$ cat src/rtl/uart_rxq_pkg.sv
package uart_rxq_pkg;

   // Trigger select code carried in control bits 7:6
   typedef enum logic [1:0] {
      TRIG_ONE      = 2'b00,
      TRIG_FOUR     = 2'b01,
      TRIG_EIGHT    = 2'b10,
      TRIG_FOURTEEN = 2'b11
   } trig_sel_e;

   function automatic int unsigned trig_bytes(trig_sel_e sel);
      case (sel)
         TRIG_ONE:   return 1;
         TRIG_FOUR:  return 4;
         TRIG_EIGHT: return 8;
         default:    return 14;
      endcase
   endfunction

endpackage

$ cat src/rtl/rxq_store.sv
// Circular byte store with occupancy count
module rxq_store #(
   parameter int DEPTH = 16,
   parameter int DW    = 8
) (
   input  logic                         clk,
   input  logic                         rst_n,
   input  logic                         clr,
   input  logic                         push,
   input  logic                         pop,
   input  logic [DW-1:0]                wdata,
   output logic [DW-1:0]                head,
   output logic [$clog2(DEPTH+1)-1:0]   count,
   output logic                         full,
   output logic                         empty
);
   localparam int AW = $clog2(DEPTH);
   localparam int CW = $clog2(DEPTH+1);

   logic [AW-1:0] wr_ptr, rd_ptr;
   logic [DW-1:0] ent [DEPTH];

   genvar gi;
   generate
      for (gi = 0; gi < DEPTH; gi++) begin : g_ent
         always_ff @(posedge clk or negedge rst_n) begin
            if (!rst_n)
               ent[gi] <= '0;
            else if (push && (wr_ptr == AW'(gi)))
               ent[gi] <= wdata;
         end
      end
   endgenerate

   always_ff @(posedge clk or negedge rst_n) begin
      if (!rst_n) begin
         wr_ptr <= '0;
         rd_ptr <= '0;
         count  <= '0;
      end else if (clr) begin
         wr_ptr <= '0;
         rd_ptr <= '0;
         count  <= '0;
      end else begin
         if (push) wr_ptr <= wr_ptr + AW'(1);
         if (pop)  rd_ptr <= rd_ptr + AW'(1);
         count <= count + CW'(push) - CW'(pop);
      end
   end

   assign head  = ent[rd_ptr];
   assign full  = (count == CW'(DEPTH));
   assign empty = (count == '0);

endmodule

$ cat src/rtl/rxq_timeout.sv
// Character-time watchdog: fires once after LIMIT ticks without restart
module rxq_timeout #(
   parameter int LIMIT = 4
) (
   input  logic clk,
   input  logic rst_n,
   input  logic restart,
   input  logic stop,
   input  logic tick,
   output logic fire
);
   localparam int TW = $clog2(LIMIT+1);

   logic [TW-1:0] tcnt_q;
   logic          armed_q;
   logic          last_tick;

   assign last_tick = (tcnt_q == TW'(LIMIT-1));
   assign fire      = armed_q && tick && last_tick && !stop && !restart;

   always_ff @(posedge clk or negedge rst_n) begin
      if (!rst_n) begin
         tcnt_q  <= '0;
         armed_q <= 1'b0;
      end else if (stop) begin
         armed_q <= 1'b0;
      end else if (restart) begin
         tcnt_q  <= '0;
         armed_q <= 1'b1;
      end else if (tick && armed_q) begin
         tcnt_q <= tcnt_q + TW'(1);
         if (last_tick) armed_q <= 1'b0;
      end
   end

endmodule

$ cat src/rtl/uart_rxq.sv
module uart_rxq
   import uart_rxq_pkg::*;
#(
   parameter int DEPTH    = 16,
   parameter int DW       = 8,
   parameter int TO_CHARS = 4
) (
   input  logic                        clk,
   input  logic                        rst_n,
   input  logic                        rx_valid,
   input  logic [DW-1:0]               rx_data,
   input  logic                        rx_break,
   input  logic                        char_tick,
   input  logic                        host_rd,
   output logic [DW-1:0]               rd_data,
   input  logic                        lsr_rd,
   input  logic                        fcr_wr,
   input  logic [7:0]                  fcr_wdata,
   output logic                        fifo_on,
   output logic [$clog2(DEPTH+1)-1:0]  trig_level,
   output logic [$clog2(DEPTH+1)-1:0]  fill_count,
   output logic                        data_ready,
   output logic                        overrun,
   output logic                        brk_flag,
   output logic                        timeout_pend
);
   localparam int CW        = $clog2(DEPTH+1);
   localparam int FCR_EN    = 0;
   localparam int FCR_FLUSH = 1;
   localparam int FCR_SEL   = 6;

   generate
      if (DEPTH < 14 || (DEPTH & (DEPTH-1)) != 0) begin : g_bad_depth
         $error("uart_rxq: DEPTH must be a power of two of at least 14");
      end
      if (TO_CHARS < 1) begin : g_bad_to
         $error("uart_rxq: TO_CHARS must be at least 1");
      end
      if (DW < 1) begin : g_bad_dw
         $error("uart_rxq: DW must be positive");
      end
   endgenerate

   logic            fifo_en_q;
   trig_sel_e       trig_q;
   logic [DW-1:0]   hold_q;
   logic            dr_q, oe_q, bi_q, to_q;

   logic [DW-1:0]   head;
   logic [CW-1:0]   cnt;
   logic            full, empty;

   logic            clr, rx_evt, space;
   logic            push, pop, drop, last_pop;
   logic            hold_wr, hold_ovr;
   logic            to_restart, to_stop, to_fire;
   logic [DW-1:0]   rx_byte;

   // Flush on explicit request or on a change of mode
   assign clr     = fcr_wr && (fcr_wdata[FCR_FLUSH] || (fcr_wdata[FCR_EN] != fifo_en_q));
   assign rx_evt  = rx_valid || rx_break;
   assign rx_byte = rx_break ? '0 : rx_data;

   // FIFO mode: read served before receive
   assign pop      = host_rd && fifo_en_q && !empty && !clr;
   assign space    = !full || pop;
   assign push     = rx_evt && fifo_en_q && space && !clr;
   assign drop     = rx_evt && fifo_en_q && !space && !clr;
   assign last_pop = pop && (cnt == CW'(1)) && !push;

   // Holding mode
   assign hold_wr  = rx_evt && !fifo_en_q && !clr;
   assign hold_ovr = hold_wr && dr_q && !host_rd;

   assign to_restart = fifo_en_q && !clr && (rx_evt || (pop && !last_pop));
   assign to_stop    = clr || last_pop || !fifo_en_q;

   rxq_store #(
      .DEPTH (DEPTH),
      .DW    (DW)
   ) u_store (
      .clk   (clk),
      .rst_n (rst_n),
      .clr   (clr),
      .push  (push),
      .pop   (pop),
      .wdata (rx_byte),
      .head  (head),
      .count (cnt),
      .full  (full),
      .empty (empty)
   );

   rxq_timeout #(
      .LIMIT (TO_CHARS)
   ) u_timeout (
      .clk     (clk),
      .rst_n   (rst_n),
      .restart (to_restart),
      .stop    (to_stop),
      .tick    (char_tick),
      .fire    (to_fire)
   );

   always_ff @(posedge clk or negedge rst_n) begin
      if (!rst_n) begin
         fifo_en_q <= 1'b0;
         trig_q    <= TRIG_ONE;
      end else if (fcr_wr) begin
         fifo_en_q <= fcr_wdata[FCR_EN];
         trig_q    <= trig_sel_e'(fcr_wdata[FCR_SEL+1:FCR_SEL]);
      end
   end

   always_ff @(posedge clk or negedge rst_n) begin
      if (!rst_n)
         hold_q <= '0;
      else if (hold_wr)
         hold_q <= rx_byte;
   end

   always_ff @(posedge clk or negedge rst_n) begin
      if (!rst_n) begin
         dr_q <= 1'b0;
      end else if (clr) begin
         dr_q <= 1'b0;
      end else if (fifo_en_q) begin
         if (push)          dr_q <= 1'b1;
         else if (last_pop) dr_q <= 1'b0;
      end else begin
         if (hold_wr)       dr_q <= 1'b1;
         else if (host_rd)  dr_q <= 1'b0;
      end
   end

   always_ff @(posedge clk or negedge rst_n) begin
      if (!rst_n)
         bi_q <= 1'b0;
      else if (clr)
         bi_q <= 1'b0;
      else if (rx_break)
         bi_q <= 1'b1;
      else if (lsr_rd)
         bi_q <= 1'b0;
      else if (fifo_en_q ? last_pop : host_rd)
         bi_q <= 1'b0;
   end

   always_ff @(posedge clk or negedge rst_n) begin
      if (!rst_n)
         oe_q <= 1'b0;
      else if (drop || hold_ovr)
         oe_q <= 1'b1;
      else if (lsr_rd)
         oe_q <= 1'b0;
   end

   always_ff @(posedge clk or negedge rst_n) begin
      if (!rst_n)
         to_q <= 1'b0;
      else if (clr || host_rd)
         to_q <= 1'b0;
      else if (to_fire && !empty)
         to_q <= 1'b1;
   end

   assign rd_data      = fifo_en_q ? (empty ? '0 : head) : hold_q;
   assign fifo_on      = fifo_en_q;
   assign trig_level   = CW'(trig_bytes(trig_q));
   assign fill_count   = cnt;
   assign data_ready   = dr_q;
   assign overrun      = oe_q;
   assign brk_flag     = bi_q;
   assign timeout_pend = to_q;

endmodule

$ cat config.mk
export PLATFORM = sky130hd
export DESIGN_NAME = uart_rxq
export DESIGN_NICKNAME = d
export VERILOG_FILES = /design/src/rtl/uart_rxq_pkg.sv /design/src/rtl/rxq_store.sv /design/src/rtl/rxq_timeout.sv /design/src/rtl/uart_rxq.sv
export SDC_FILE = /design/constraint.sdc
export NUM_CORES = 1
export LEC_CHECK = 0
export ABC_AREA = 0
export BUFFER_PORTS_ARGS = -buffer_cell sky130_fd_sc_hd__buf_2
export CORE_MARGIN = 2
export CORE_UTILIZATION = 48
export DETAILED_ROUTE_END_ITERATION = 12
export PLACE_DENSITY = 0.68
export SYNTH_ARGS = -nofsm -noshare
export SYNTH_HDL_FRONTEND = slang
export SYNTH_HIERARCHICAL = 1
export SYNTH_SLANG_ARGS = --single-unit
$ cat constraint.sdc
create_clock -name clk -period 2.8 [get_ports clk]
set_clock_uncertainty 0.05 [all_clocks]
set_input_delay 0.14 -clock clk [delete_from_list [all_inputs] [get_ports clk]]
set_output_delay 0.14 -clock clk [all_outputs]
set_load 0.02 [all_outputs]
==> impl_metrics.toml, run 1 <==
[placement]
placed_area_um2 = 8390
portBuffers = 41
dp.cells = 825
dp_hpwl_mm = 11.4
place_congestion = 0.813
preCtsSetupSlack_ps = -16.7

[clocking]
cts_buffer_depth = 2
clkTransAtPathRegs_ps = 70
clock-root-buffer = "clkbuf_16"
cts_tree = "built"
cts_num_sinks = 160
cts_max_level = 4
cts_buffers = 17
clock_latency_ps = 430

[synth]
ys_seq_elements = 160
synth_most_common_cell = "dfrtp_1"
seq_area_frac_synth_pct = 51.7
synthFlopType = "dfrtp_1"
synthMuxAreaShare_pct = 29.4
yosys.area_share.simple_pct = 7.51
yosys-top-cells-count = "160 x dfrtp_1, 131 x mux2_2, 34 x nand2_1"
postSynthAreaPerCell_um2 = 13.6
synthCells = 568
synthXorXnorAreaFrac_pct = 1.02
syn-num-nets = 606
synthDistinctLibCells = 50
synth_top_family_by_area = "multiplexers"
synth_compound_area_share_pct = 4.67
synth-edff-count = 0
yosysWarnings = 6
async_reset_ff_share_pct = 100
synthAdderAreaFrac_pct = 2.36
syn_area_um2 = 7740
synth.area.top_cells = "dfrtp_1 52%, mux2_2 19%, mux4_2 5.5%"
yosys.area.top_type = "dfrtp_1"
synth_top_area_share_pct = 51.7

[pwr]
leakagePower_nw = 4.52
power_density_nw_per_um2 = 765
peakVddDrop_mv = 0.657

[layout]
fin_area_um2 = 9250
drive_gt1_share_pct = 44.9
final_nets = 680
diodes = 0
synthToLayoutAreaGrowth_pct = 19.5
fin_util_pct = 58.4
stdcell_count = 871
fillers = 1236

[floorplanning]
ioPinCount = 47
die_h_um = 131
die_w_um = 131
coreArea_um2 = 15800
floorplan.die_area_um2 = 17200
num_rows = 46
initial_core_util_pct = 48.9

[setup_path]
required_ps = 2610
cp-end-kind = "output pin"
rrSetupSlack_ps = 140
cp-startpoint = "u_store/rd_ptr[0]$_DFFE_PN0P_"
crit_end = "rd_data[0]"
cp_max_fo = 5
crit_type = "flop to output pin"
critical_path.reg2reg.startpoint = "u_store/count[2]$_DFF_PN0_"
r2r-end = "u_store/count[4]$_DFF_PN0_"
ff2ff_path_depth = 14
critPathLaunchType = "flop"
cp.arrival_ps = 2530

[sta]
maxSlewViolCount = 0
fin_setup_tns_ps = 0
max_slew_margin_pct = 52.4
finalCriticalPeriod_ps = 2720
grt_setup_unrepaired = "true"
min_period_over_period_pct = 97.1
hold_viol_final = 0
worst_slack_ps = 81.8
fmax_mhz = 368
setup_violations = 0
tightestPinTransition_ps = 713

[grt]
grt.total_usage_pct = 21.7
grt_pass1_wl_mm = 27.5
gr-total-overflow = 0
grt_pass1_vias = 5084
grt_max_degree = 73
antenna_found_initial = 0

[run_status]
status = "complete, no violations"

[routing]
drt_first_iter_violations = 278
wire_per_inst_um = 20.0
viasPerCell = 5.62
routed_wirelength_mm = 17.5
antenna_left = 0
dr_total_vias = 4897
dr.pass1.iters = 4
drc = 0

[flow_run]
cap_violations = 0

[hold_path]
hold_path.class = "primary input to flop"
[kinds of logic after synthesis]
| group | Yosys count |
|---|---|
| buffers and inverters | 55 |
| and+or+nand+nor | 107 |
| muxes | 166 |
| other | 1 |
| xor gates and xnor gates | 9 |
| adders and majority gates | 14 |
| DFF | 160 |
| AOI/OAI and AO/OA | 56 |
[worst min path at each step]
stage	startpoint	end	slack [ps]	depth (start not counted)
finish	char_tick	u_timeout/armed_q$_DFFE_PN0P_	50	4
global route	char_tick	u_timeout/armed_q$_DFFE_PN0P_	100	4
floorplan	rst_n	brk_flag$_DFFE_PN0P_	-210	0
detailed placement	rst_n	u_store/ent[8]$_DFFE_PN0P_	150	1
global placement	rst_n	u_store/count[4]$_DFF_PN0_	150	1
CTS	char_tick	u_timeout/armed_q$_DFFE_PN0P_	40	4
[metrics by stage]
step	power [W]	hold WS, ps
detailed placement	0.00448	154
finish	0.00708	52.8
CTS	0.00703	36.4
floorplan	0.00393	-206
global placement	0.00439	148
global route	0.00745	100
[placed cells by master, fill, tap and decap left out, types with 8 or more instances in the layout]
cell type / instances
nor2_1: 16
inv_1: 23
nor2b_1: 15
mux4_1: 13
ha_1: 12
clkbuf_16: 18
mux4_2: 19
o21ai_0: 17
a22oi_1: 13
nand2_2: 8
nand2_1: 34
buf_4: 30
dfrtp_1: 157
mux2_2: 131
buf_2: 40
dlygate4sd3_1: 9
[layout make-up]
type                    instances  area, µm²  share of cell area (%)
clock inverters                15        206                    2.23
inverters                      23       86.3                   0.933
clock buffers                  17        425                    4.60
multi-input cells             353       3580                    38.7
repair buffers                 87        672                    7.26
well taps                     216        270                    2.92
flip-flops and latches        160       4010                    43.4
[critical path: stages, from the launching register on]
cell and delay (ps):
dfrtp_4 520, buf_4 170, buf_4 150, mux4_2 500, a22oi_1 350, nand2_1 90
nand2_1 80, o21ai_0 70, buf_2 170
[sequential cells by signal, summed over array words and instances, names as in the netlist, 2 cells and up]
signal / flops
hold_q: 8
trig_q: 2
u_store/count: 5
u_store/ent: 128
u_store/rd_ptr: 4
u_store/wr_ptr: 4
u_timeout/tcnt_q: 3
[routing by layer]
layer / global-route usage [%] / vias to the layer above / share of wire [%]
li1: - / 2208 / -
met1: 28.7 / 2547 / 42
met2: 35.9 / 121 / 51
met3: 4.89 / 21 / 5.4
met4: 7.26 / 0 / 1.7
met5: 0 / - / 0
[report_power, final]
| group | leakage [nW] | internal [W] | switching, W |
|---|---|---|---|
| Combinational | 2.05 | 0.000908 | 0.000905 |
| Sequential | 2.17 | 0.00260 | 0.000181 |
| Clock | 0.299 | 0.00151 | 0.000980 |
[what timing repair did]
item / in CTS / in global routing
pin swaps: 0 / 1
resized for setup: 2 / 17
hold buffers: 9 / 0
endpoints found under the setup margin: 36 / 128
buffers inserted: 4 / 0
gates cloned: 0 / 1
hold endpoints to repair: 74 / 0
Note: power is estimated with default switching activity, not from simulation.
==> inputs of run 2 (changes only) <==
--- a/config.mk
+++ b/config.mk
@@ -11,6 +11,7 @@
 export CORE_UTILIZATION = 48
 export DETAILED_ROUTE_END_ITERATION = 12
 export PLACE_DENSITY = 0.68
+export SLEW_MARGIN = 20
 export SYNTH_ARGS = -nofsm -noshare
 export SYNTH_HDL_FRONTEND = slang
 export SYNTH_HIERARCHICAL = 1
==> constraint.sdc (replaced) <==
create_clock -name clk -period 2.8 [get_ports clk]
set_clock_uncertainty 0.05 [all_clocks]
set_input_delay 0.42 -clock clk [delete_from_list [all_inputs] [get_ports clk]]
set_output_delay 0.42 -clock clk [all_outputs]
set_load 0.02 [all_outputs]
==> run 2 against run 1 <==
Compared with the run above:
- power increased by 0.33%
- count of clock-buffer cells in the layout increased by 2
- the flow now finishes with violations (negative hold slack)
- register-to-register slack got worse by 60 ps
- fmax decreased by 1.9%
- critical path depth unchanged
- non-clock buffer count decreased by 9
- die area unchanged
- worst hold slack got worse by 65 ps
- critical path type unchanged
- clock power decreased by 6%
- critical endpoint is now rd_data[6]
==> impl_metrics.toml, run 2 (synthesis gave the netlist of run 1 again) <==
[sta]
finalCriticalPeriod_ps = 2770
hold_viol_final = 8
setup_violations = 0
maxSlewViolCount = 0
max_slew_margin_pct = 41.7
fmax_mhz = 361
hold_slack_ps = -11.8
grt_setup_unrepaired = "true"
fin_setup_tns_ps = 0
min_period_over_period_pct = 99.0
tightestPinTransition_ps = 873

[setup_path]
cp-end-kind = "output pin"
r2r-end = "u_store/count[4]$_DFF_PN0_"
ff2ff_path_depth = 13
critical_path.reg2reg.startpoint = "u_store/count[2]$_DFF_PN0_"
cp_max_fo = 7
required_ps = 2330
crit_type = "flop to output pin"
rrSetupSlack_ps = 80
cp.arrival_ps = 2300
critPathLaunchType = "flop"

[routing]
wire_per_inst_um = 20.7
wl_met3_um = 949
dr_wl_met2_mm = 8.97
drt_first_iter_violations = 393
antenna_left = 0
routedLengthMet1_mm = 7.74
dr_total_vias = 4915
routed.top_layer = "met4"
dr.pass1.iters = 4
viasPerCell = 5.70
routed_wirelength_mm = 17.8
drc = 0

[grt]
grt_pass1_wl_mm = 27.2
gr-total-overflow = 0
grt_max_degree = 76
grt.total_usage_pct = 21.5
grt_pass1_vias = 4993
antenna_found_initial = 0

[layout]
diodes = 0
regMostFlops = "u_store/ent"
drive_gt1_share_pct = 50.6
fillers = 1242
final_common_cell = "dfrtp_1"
fin_util_pct = 58.4
largest_register_ffs = 128
stdcell_count = 862
biggestRegsByFlops = "u_store/ent: 128 flops, hold_q: 8 flops, u_store/count: 5 flops"
synthToLayoutAreaGrowth_pct = 19.3
final_nets = 671
final_cell_mix = "157 x dfrtp_1, 131 x mux2_2, 35 x buf_2, 34 x nand2_1, 31 x mux4_2"

[run_status]
status = "finished, violations left"
violations = "negative hold slack"

[placement]
dp_hpwl_mm = 11.4
portBuffers = 41
dp.cells = 819
place_congestion = 0.793

[floorplanning]
coreArea_um2 = 15800
die_h_um = 131
floorplan.die_area_um2 = 17200
die_w_um = 131
num_rows = 46
initial_core_util_pct = 48.9
ioPinCount = 47

[pwr]
power_density_nw_per_um2 = 769
leakagePower_nw = 4.38
peakVddDrop_mv = 0.535
total_power_w = 0.00710

[clocking]
cts_max_level = 4
cts_buffers = 17
holdBufCountCts = 0
cts_buffer_depth = 2
clkTransAtPathRegs_ps = 60
cts_tree = "built"
cts_num_sinks = 160
clock_latency_ps = 430
clock-root-buffer = "clkbuf_16"

[flow_run]
cap_violations = 0

[hold_path]
hold_path.class = "primary input to async pin"
run 2: cell types whose count changed in the layout (fill, tap and decap cells not counted), sizes merged:
cell         change
dlygate4sd3      -9
bufinv           -2
clkbuf           +2
clkinv           +1
clkinvlp         -1
run 2: layout make-up:
cell class / count / area (µm²) / share of cell area [%]
multi-input combinational: 353 / 3600 / 39.0
clock inverter: 13 / 153 / 1.65
timing repair buffer: 78 / 679 / 7.35
inverter: 23 / 86.3 / 0.934
clock buffer: 19 / 443 / 4.79
sequential: 160 / 4010 / 43.4
tap: 216 / 270 / 2.92
run 2: routing by layer:
| layer | up-vias | GRT usage [%] |
|---|---|---|
| met1 | 2604 | 29.4 |
| met3 | 12 | 5.13 |
| met5 | - | 0 |
| li1 | 2169 | - |
| met2 | 130 | 34.3 |
| met4 | 0 | 6.63 |
run 2: per-stage QoR:
step	instance area, µm²	worst slack, ps
detailed placement	8370	-139
CTS	9090	-38.5
global route	9240	-81.9
finish	9240	29.3
global placement	8370	-11.1
floorplan	7760	8.52
run 2: worst max-delay path by stage:
stage	cells after the start	endpoint	slack, ps	start
2_1_floorplan	11	u_store/ent[100]$_DFFE_PN0P_	9	u_store/count[2]$_DFF_PN0_
3_3_place_gp	10	u_store/ent[109]$_DFFE_PN0P_	-10	u_store/count[2]$_DFF_PN0_
3_5_place_dp	10	u_store/ent[110]$_DFFE_PN0P_	-140	u_store/count[2]$_DFF_PN0_
4_1_cts	8	rd_data[0]	-40	u_store/rd_ptr[0]$_DFFE_PN0P_
5_1_grt	13	u_store/count[4]$_DFF_PN0_	-80	u_store/count[2]$_DFF_PN0_
6_report	8	rd_data[6]	30	u_store/rd_ptr[0]$_DFFE_PN0P_
run 2: worst max-delay path, stage by stage (launching register included):
cell,delay [ps]
dfrtp_2,370
buf_12,140
buf_12,140
mux4_2,530
a22oi_2,270
nand2_1,100
nand2_1,90
o22ai_2,90
buf_6,150
run 2: what timing repair did:
item / in CTS / in global routing
endpoints found under the setup margin: 82 / 131
resized for setup: 20 / 40
cloned: 1 / 1
setup buffers: 5 / 5
pin swaps: 4 / 13
run 2: where the power goes:
part           internal (W)  leakage [nW]  switching (W)
sequential          0.00260          2.17       0.000184
clock               0.00135         0.282       0.000966
combinational       0.00104          1.93       0.000961
